$ cat src/rtl/hms_pkg.sv
// Shared constants for the time-of-day counter.
// Assumes a 24-hour day with 60-second minutes and 60-minute hours.
package hms_pkg;
    localparam int SEC_BITS  = 6;
    localparam int MIN_BITS  = 6;
    localparam int HR_BITS   = 5;
    localparam int SEC_TOP   = 59;
    localparam int MIN_TOP   = 59;
    localparam int HR_TOP    = 23;
endpackage

$ cat src/rtl/rise_detect.sv
// Rising-level detector for a slow input sampled on the system clock.
// Assumes the input is already synchronous to clk. The pulse lasts one cycle.
module rise_detect (
    input  logic clk,
    input  logic rst_n,
    input  logic din,
    output logic rise
);
    logic din_q;

    // Remember the previous sample; reset forgets history.
    always_ff @(posedge clk) begin
        if (!rst_n) din_q <= 1'b0;
        else        din_q <= din;
    end

    assign rise = din & ~din_q;
endmodule

$ cat src/rtl/wrap_field.sv
// One time field: loads, or steps and wraps on an exact match with TOP.
// Assumes the caller qualifies adv with the tick edge. A load wins over a step.
// at_top reports the current value equal to TOP, for the carry into the next field.
module wrap_field #(
    parameter int W   = 6,
    parameter int TOP = 59
) (
    input  logic         clk,
    input  logic         rst_n,
    input  logic         adv,
    input  logic         step,
    input  logic         load,
    input  logic [W-1:0] load_val,
    output logic [W-1:0] q,
    output logic         at_top
);
    localparam logic [W-1:0] TOP_V = W'(TOP);

    assign at_top = (q == TOP_V);

    // Field register: reset, load, or step with wrap.
    always_ff @(posedge clk) begin
        if (!rst_n) begin
            q <= '0;
        end else if (adv) begin
            if (load)      q <= load_val;
            else if (step) q <= at_top ? '0 : q + 1'b1;
        end
    end
endmodule

$ cat src/rtl/hms_counter.sv
// Settable 24-hour counter of hours, minutes and seconds.
// Assumes tick is synchronous to clk and far slower than it.
// Carries between fields use the values from before the advance.
module hms_counter
    import hms_pkg::*;
#(
    parameter int SEC_W  = SEC_BITS,
    parameter int MIN_W  = MIN_BITS,
    parameter int HR_W   = HR_BITS,
    parameter int SEC_LT = SEC_TOP,
    parameter int MIN_LT = MIN_TOP,
    parameter int HR_LT  = HR_TOP
) (
    input  logic             clk,
    input  logic             rst_n,
    input  logic             tick,
    input  logic             clr_sec,
    input  logic             ld_min,
    input  logic             ld_hr,
    input  logic [MIN_W-1:0] ld_val,
    output logic [SEC_W-1:0] sec_o,
    output logic [MIN_W-1:0] min_o,
    output logic [HR_W-1:0]  hr_o
);
    logic adv;
    logic sec_top, min_top, hr_top;

    rise_detect u_edge (
        .clk (clk),
        .rst_n (rst_n),
        .din (tick),
        .rise (adv)
    );

    wrap_field #(.W(SEC_W), .TOP(SEC_LT)) u_sec (
        .clk (clk), .rst_n (rst_n), .adv (adv),
        .step (1'b1), .load (clr_sec), .load_val ('0),
        .q (sec_o), .at_top (sec_top)
    );

    wrap_field #(.W(MIN_W), .TOP(MIN_LT)) u_min (
        .clk (clk), .rst_n (rst_n), .adv (adv),
        .step (sec_top), .load (ld_min), .load_val (ld_val),
        .q (min_o), .at_top (min_top)
    );

    wrap_field #(.W(HR_W), .TOP(HR_LT)) u_hr (
        .clk (clk), .rst_n (rst_n), .adv (adv),
        .step (sec_top & min_top), .load (ld_hr), .load_val (ld_val[HR_W-1:0]),
        .q (hr_o), .at_top (hr_top)
    );

    // The hour equality output is not needed above the hours field.
    logic unused_ok;
    assign unused_ok = hr_top;
endmodule

$ cat config.mk
export PLATFORM = sky130hd
export DESIGN_NAME = hms_counter
export DESIGN_NICKNAME = d
export VERILOG_FILES = /design/src/rtl/hms_pkg.sv /design/src/rtl/rise_detect.sv /design/src/rtl/wrap_field.sv /design/src/rtl/hms_counter.sv
export SDC_FILE = /design/constraint.sdc
export NUM_CORES = 1
export LEC_CHECK = 0
export BUFFER_PORTS_ARGS = -buffer_cell sky130_fd_sc_hd__buf_4
export CORE_MARGIN = 2
export CORE_UTILIZATION = 55
export CTS_BUF_LIST = sky130_fd_sc_hd__clkbuf_2 sky130_fd_sc_hd__clkbuf_4 sky130_fd_sc_hd__clkbuf_8
export DETAILED_ROUTE_END_ITERATION = 7
export GPL_TIMING_DRIVEN = 1
export MAX_ROUTING_LAYER = met4
export PLACE_DENSITY = 0.91
export SYNTH_ARGS = -nofsm -noshare
export SYNTH_HDL_FRONTEND = slang
export SYNTH_SLANG_ARGS = --single-unit
$ cat constraint.sdc
create_clock -name clk -period 3.4 [get_ports clk]
set_clock_uncertainty 0.05 [all_clocks]
set_input_delay 0.17 -clock clk [delete_from_list [all_inputs] [get_ports clk]]
set_output_delay 0.17 -clock clk [all_outputs]
set_load 0.02 [all_outputs]
==> results of run 1 <==
[sequential cells by signal, summed over array words and instances, names as in the netlist]
signal / count
u_min.q: 6
u_hr.q: 5
u_sec.q: 6
u_edge.din_q: 1
[Yosys cell counts (2+ instances only)]
library cell | n | area, um2
a211oi_1 | 5 | 37.5
a21oi_1 | 10 | 50.1
a22o_1 | 3 | 26.3
and3_1 | 2 | 12.5
and4b_1 | 2 | 20.0
clkbuf_1 | 4 | 15.0
dfxtp_1 | 18 | 360
ha_1 | 3 | 37.5
inv_1 | 3 | 11.3
mux2i_1 | 2 | 20.0
nand2_1 | 10 | 37.5
nand3_1 | 3 | 15.0
nand4_1 | 2 | 12.5
nor2_1 | 6 | 22.5
nor2b_1 | 4 | 25.0
nor3b_1 | 2 | 15.0
o21ai_0 | 11 | 55.1
o311a_2 | 2 | 22.5
o31ai_1 | 2 | 15.0
or3_1 | 3 | 18.8
or4_1 | 2 | 15.0
xor2_1 | 4 | 35.0
[stage by stage]
| stage | worst slack (ps) | std cells | hold WS, ps | util |
|---|---|---|---|---|
| 2_1_floorplan | 1620 | 121 | 242 | - |
| 3_3_place_gp | 1710 | 168 | 344 | 0.718 |
| 3_5_place_dp | 1600 | 168 | 349 | 0.718 |
| 4_1_cts | 1570 | 172 | 41.5 | 0.739 |
| 5_1_grt | 1420 | 172 | 44.4 | 0.739 |
| 6_report | 1530 | 172 | 39.2 | 0.739 |
[cell type report]
type                    count  area share
inverters                   4      0.0116
repair buffers             28       0.163
clock buffers               4      0.0281
flip-flops and latches     18       0.279
well taps                  25      0.0242
multi-input cells          93       0.494
[metal layers]
layer  track usage  vias up
li1              -      509
met1         0.293      496
met2         0.411       38
met3        0.0302        5
met4        0.0778        0
met5             -        -
[power breakdown]
group / internal (uW) / switching [uW]
combinational: 35.8 / 44.4
clock: 65.3 / 68.6
sequential: 219 / 9.42
total: 320 / 122
[worst paths after layout]
kind	endpoint
hold reg to reg	u_sec.q[1]
setup reg to reg	u_hr.q[4]
hold / removal	u_edge.din_q
setup / recovery	u_hr.q[4]
[cells in the final DEF (no fill, tap or decap), types with 3 or more instances in the layout]
master and count:
nand2_1 10, xor2_1 4, nor2_1 6, inv_1 3, a21oi_1 10, a22o_1 3
nand3_1 3, a211oi_1 5, clkbuf_4 3, buf_4 28, ha_1 3, o21ai_0 11
or3_1 3, nor2b_1 4, dfxtp_1 18
[kinds of logic after synthesis]
group | after synthesis | synth area share
simple gates | 40 | 0.214
fa+ha+maj | 3 | 0.0361
compound gates | 43 | 0.301
xor+xnor | 5 | 0.0422
mux | 2 | 0.0193
flops | 18 | 0.347
buf+inv | 10 | 0.0397
==> results.md, run 1 <==
- Outcome: completed
- Largest net degree at the start of global routing: 26
- Pwr dens: 343 mW/mm2
- Setup TNS: 0 ps
- Tmin final: 1870 ps
- # Post-CTS Setup Buffers: 0
- # DRC: 0
- Highest routed layer: met4
- Cell count of the worst reg-to-reg path: 5
- Total power: 442 uW
- Drt total wl: 2480 um
- Gpl congestion: 0.805
- ANT nets after route: 0
- R2R Path Start: u_min.q[0]
- Synth async-reset ratio: 0
- Cell count after synthesis: 121
- CTS tree: yes
- Full die area: 0.00225 mm2
- R2R setup slack: 1530 ps
- Post-synthesis cell area: 0.00104 mm2
- Ys Warns: 0
- Cell family with most CP delay: simple AND/OR/NAND/NOR gates
- Hold Startpoint: tick
- Final hold vios: 0
- Dpl hpwl: 1850 um
- Resized cells post-CTS: 0
- Max incr delay on CP: 440 ps
- Met1 WL: 1080 um
- Routed WL per cell: 14.4 um
- Mapped Nets: 136
- Worst-path cell chain: ha_1, nor2b_1, a41oi_4, or4_1, a21oi_1
- Multi-input logic area: 637 um2
- Initial Util: 0.595
- Area growth syn-to-layout: 24.2%
- RSZ-0062 raised after global routing: no
- Crit path max fanout: 10
- CP endpoint kind: flip-flop
- Cell area after layout: 0.00129 mm2
- Initial antenna violation count: 0
- Peak supply drop: 0.000265 V
- Global-route wire length before repair: 3810 um
- Total leakage power: 0.000521 uW
- Met2 wire len: 1250 um
- Cts hold-fix bufs: 0
- Clk_lat worst skew: 290 ps
- Vias in the first global route: 893
- Worst slew margin: 0.490
- Root buffer cell: clkbuf_4
- Total GRT Usage: 0.241
- EDFF count, synth: 0
- Synth Register Bits: 18
- Layout cells sized above 1: 0.259
- Sequential area share after synthesis: 0.347
- Nets: 163
- # rows: 15
- CP required: 3570 ps
- Clock tree buffer depth: 2
- IO Pins: 29
- Arrival time at the worst endpoint: 2040 ps
- H-tree lvl count: 1
- Worst-path clk slew: 110 ps
- Hold Path Depth: 2
- Register Area: 360 um2
- Buf/Inv on CP: 0
- DRT iter0 DRCs: 44
- HP Class: in2reg
- Nature of the critical path startpoint: flip-flop
- Final setup fails: 0
- Number of port buffers: 28
- Main synth FF type: dfxtp_1
- CTS Sinks: 18
- Die extent in x: 47.5 um
- Max Cap Viol: 0
- Synthesized area per cell: 8.58 um2
- CTS buffer count: 3
- Worst path slowest cell: or4_1
- Via count: 1048
- WP depth: 5
- Met3 wire len: 129 um
- Worst slew pin tran: 765 ps
- DR vias/cell: 6.09
- Dpl cell area: 0.00125 mm2
- Drt first pass iters: 4
- Fmax: 536 MHz
- Filler cells: 140
- Final Cycle Share: 0.549
- GRT overflow: 0
- Final Max Tran Viols: 0
- # diodes: 0
- Distinct cells, synth: 40
- CP Class: reg2reg
- Core Region: 0.00175 mm2
- Die extent in y: 47.5 um
- Critical path launch point: u_min.q[0]
Note: power is estimated with default switching activity, not from simulation.
==> inputs of run 2 (changes only) <==
Settings changed: ABC_AREA from default to 1, CORE_UTILIZATION 55 to 50, PLACE_DENSITY 0.91 to 0.86.
Clock period 3.4 ns to 1.6 ns, I/O delays scaled along.
==> results.md, run 2 <==
- Drt total wl: 2740 um (was 2480 um)
- Peak supply drop: 0.000420 V (was 0.000265 V)
- Number of port buffers: 28 (unchanged)
- Reg-to-Reg End: u_hr.q[3] (was u_hr.q[4])
- Dpl hpwl: 2140 um (was 1850 um)
- Fmax: 690 MHz (was 536 MHz)
- Most frequent cells in the layout: nand2_1, nor2_1, buf_4 (was buf_4, dfxtp_1, o21ai_0)
- Vias in the first global route: 1076 (was 893)
- Non-Filler Instances: 242 (was 172)
- Mux contribution to synthesized area: 0.00828 (was 0.0193)
- Final Max Tran Viols: 0 (unchanged)
- Synth Register Bits: 18 (unchanged)
- XOR/XNOR Fraction of Synth Area: 0 (was 0.0422)
- Final worst slack: 150 ps (was 1530 ps)
- Commonest non-fill, non-tap cell in the layout: nand2_1 (was buf_4)
- DR vias/cell: 5.04 (was 6.09)
- ANT nets after route: 0 (unchanged)
- Drt first pass iters: 4 (unchanged)
- Placed insts: 237 (was 168)
- Worst-path cell chain: ha_1, nand3_1, nor2_4, nand2_4, nand2_4, nand2_4, nor2_1, nor2_1 (was ha_1, nor2b_1, a41oi_4, or4_1, a21oi_1)
- Routed WL per cell: 11.3 um (was 14.4 um)
- Max incr delay on CP: 420 ps (was 440 ps)
- Ys Warns: 0 (unchanged)
- Synth top area share: 0.298 (was 0.347)
- Cell count after synthesis: 183 (was 121)
- Arrival time at the worst endpoint: 1620 ps (was 2040 ps)
- RSZ-0062 raised after global routing: no (unchanged)
- Synth top area cells: dfxtp_1, nand2_1, nor2_1, nand3_1, inv_1 (was dfxtp_1, o21ai_0, a21oi_1, a211oi_1, ha_1)
- Synthesized area per cell: 6.60 um2 (was 8.58 um2)
- Worst path slowest cell: dfxtp_1 (was or4_1)
- R2R setup slack: 150 ps (was 1530 ps)
- Critical path's most frequent cell: nand2_4
- # rows: 17 (was 15)
- Clk_lat worst skew: 310 ps (was 290 ps)
- Gpl congestion: 0.914 (was 0.805)
- Area growth syn-to-layout: 22.8% (was 24.2%)
- Multi-input logic area: 748 um2 (was 637 um2)
- Core Region: 0.00225 mm2 (was 0.00175 mm2)
- Compound-Gate Fraction of Synth Area: 0.0756 (was 0.301)
- CP required: 1770 ps (was 3570 ps)
- Pwr dens: 684 mW/mm2 (was 343 mW/mm2)
- Final setup fails: 0 (unchanged)
- Via count: 1219 (was 1048)
- CTS Sinks: 18 (unchanged)
- Layout cells sized above 1: 0.262 (was 0.259)
- Total leakage power: 0.000770 uW (was 0.000521 uW)
- Synth async-reset ratio: 0 (unchanged)
- CTS buffer count: 3 (unchanged)
- Full die area: 0.00283 mm2 (was 0.00225 mm2)
- Sequential area share after synthesis: 0.298 (was 0.347)
- Total GRT Usage: 0.233 (was 0.241)
- GRT overflow: 0 (unchanged)
- Die extent in x: 53.2 um (was 47.5 um)
- Pre-CTS setup slack: 158 ps (was 1600 ps)
- Root buffer cell: clkbuf_4 (unchanged)
- Cell family with most CP delay: simple AND/OR/NAND/NOR gates (unchanged)
- HP Class: in2reg (unchanged)
- CP Class: reg2reg (unchanged)
- GR Layer Usage met3: 0.0424 (was 0.0302)
- H-tree lvl count: 1 (unchanged)
- Worst slew pin tran: 323 ps (was 765 ps)
- Initial antenna violation count: 0 (unchanged)
- Mapped Nets: 198 (was 136)
- Cell count of the worst reg-to-reg path: 8 (was 5)
- Met2 global-route usage: 0.396 (was 0.411)
- Post-synth top area cell: dfxtp_1 (unchanged)
- Hold Crit Endpoint: u_sec.q[0] (was u_edge.din_q)
- Post-Synth Adder-Cell Area: 0.0311 (was 0.0361)
- Die extent in y: 53.2 um (was 47.5 um)
- # DRC: 0 (unchanged)
- EDFF count, synth: 0 (unchanged)
- Top-count cell post-synth: nand2_1 (was dfxtp_1)
- Outcome: completed (unchanged)
- Final Cycle Share: 0.906 (was 0.549)
- Crit path max fanout: 5 (was 10)
- Filler cells: 209 (was 140)
- Largest net degree at the start of global routing: 17 (was 26)
- Nature of the critical path startpoint: flip-flop (unchanged)
- R2R Path Start: u_min.q[0] (unchanged)
- Distinct cells, synth: 30 (was 40)
- Hold Startpoint: clr_sec (was tick)
- # diodes: 0 (unchanged)
- Largest family of logic cells by synthesized area: simple AND/OR/NAND/NOR gates (was compound AO/OA/AOI/OAI gates)
- Tmin final: 1450 ps (was 1870 ps)
- CTS tree: yes (unchanged)
- Post-synth top cells: nand2_1, nor2_1, dfxtp_1 (was dfxtp_1, o21ai_0, a21oi_1, nand2_1, nor2_1)
- Hold Path Depth: 4 (was 2)
- Clock tree buffer depth: 2 (unchanged)
- DRT iter0 DRCs: 15 (was 44)
- Initial Util: 0.536 (was 0.595)
- Gr busiest metal: met2 (unchanged)
- Main synth FF type: dfxtp_1 (unchanged)
- Final hold vios: 0 (unchanged)
- Nets: 230 (was 163)
- Setup TNS: 0 ps (unchanged)
- IO Pins: 29 (unchanged)
- Top flop regs: u_min.q: 6 flops, u_sec.q: 6 flops, u_hr.q: 5 flops (unchanged)
- Register Area: 362 um2 (was 360 um2)
- Synth Area in Simple Gates: 0.504 (was 0.214)
- Max Cap Viol: 0 (unchanged)
- Buf/Inv on CP: 0 (unchanged)
- Worst-path clk slew: 110 ps (about the same)
- Met1 global-route usage: 0.266 (was 0.293)
- Worst slew margin: 0.783 (was 0.490)
- Global-route wire length before repair: 4580 um (was 3810 um)
- Post-synthesis cell area: 0.00121 mm2 (was 0.00104 mm2)
- CP endpoint kind: flip-flop (unchanged)
## run 2: worst max path at each step
stage,start,to,slack (ps),cells after the start
after floorplan,u_sec.q[1],u_min.q[1],130,6
after global placement,u_min.q[1],u_hr.q[3],210,8
after detailed placement,u_min.q[0],u_hr.q[3],160,8
after CTS,u_min.q[1],u_hr.q[2],140,8
after global routing,u_sec.q[1],u_min.q[0],20,6
final,u_min.q[0],u_hr.q[3],150,8
## run 2: routing by layer
layer	part of all wire	vias up
met3	0.049	5
met2	0.49	28
li1	-	641
met1	0.44	545
met4	0.020	0
met5	0	-
## run 2: area by class of cell
cell class / instances / share of cell area
Timing Repair Buffer: 30 / 0.153
Clock buffer: 4 / 0.0245
Tap cell: 28 / 0.0236
Inverter: 20 / 0.0506
Multi-Input combinational cell: 142 / 0.504
Sequential cell: 18 / 0.244
## run 2: timing repair
item / 4_1_cts / 5_1_grt
endpoints found under the hold margin: 1 / 0
setup buffers: 0 / 0
setup endpoints to repair: 0 / 1
hold buffers: 1 / 0
gates resized for setup: 0 / 1
## run 2: stage by stage
| step | hold slack, ps | cell area, um2 | power (uW) | util |
|---|---|---|---|---|
| global placement | 227 | 1440 | 729 | 0.637 |
| floorplan | 123 | 1210 | 651 | - |
| global route | 32.2 | 1480 | 1070 | 0.658 |
| detailed placement | 231 | 1440 | 733 | 0.637 |
| finish | 13.0 | 1480 | 1010 | 0.658 |
| CTS | 12.2 | 1480 | 1030 | 0.658 |
## run 2: worst reg2reg max path: stages, from the launching register on
cell     delay [ps]
dfxtp_1         420
ha_1            220
nand3_1         130
nor2_4          160
nand2_4          80
nand2_4          80
nand2_4          60
nor2_1          110
nor2_1           50
## run 2: cells by family after synthesis
group                    after synthesis
AO/OA/AOI/OAI                         14
multiplexers                           1
buffers and inverters                 23
adder cells (fa/ha/maj)                3
AND/OR/NAND/NOR                      124
flip-flops                            18
## run 2: power by group
part,internal (uW),switching (uW)
logic,94.3,132
registers,470,27.8
clock network,139,151
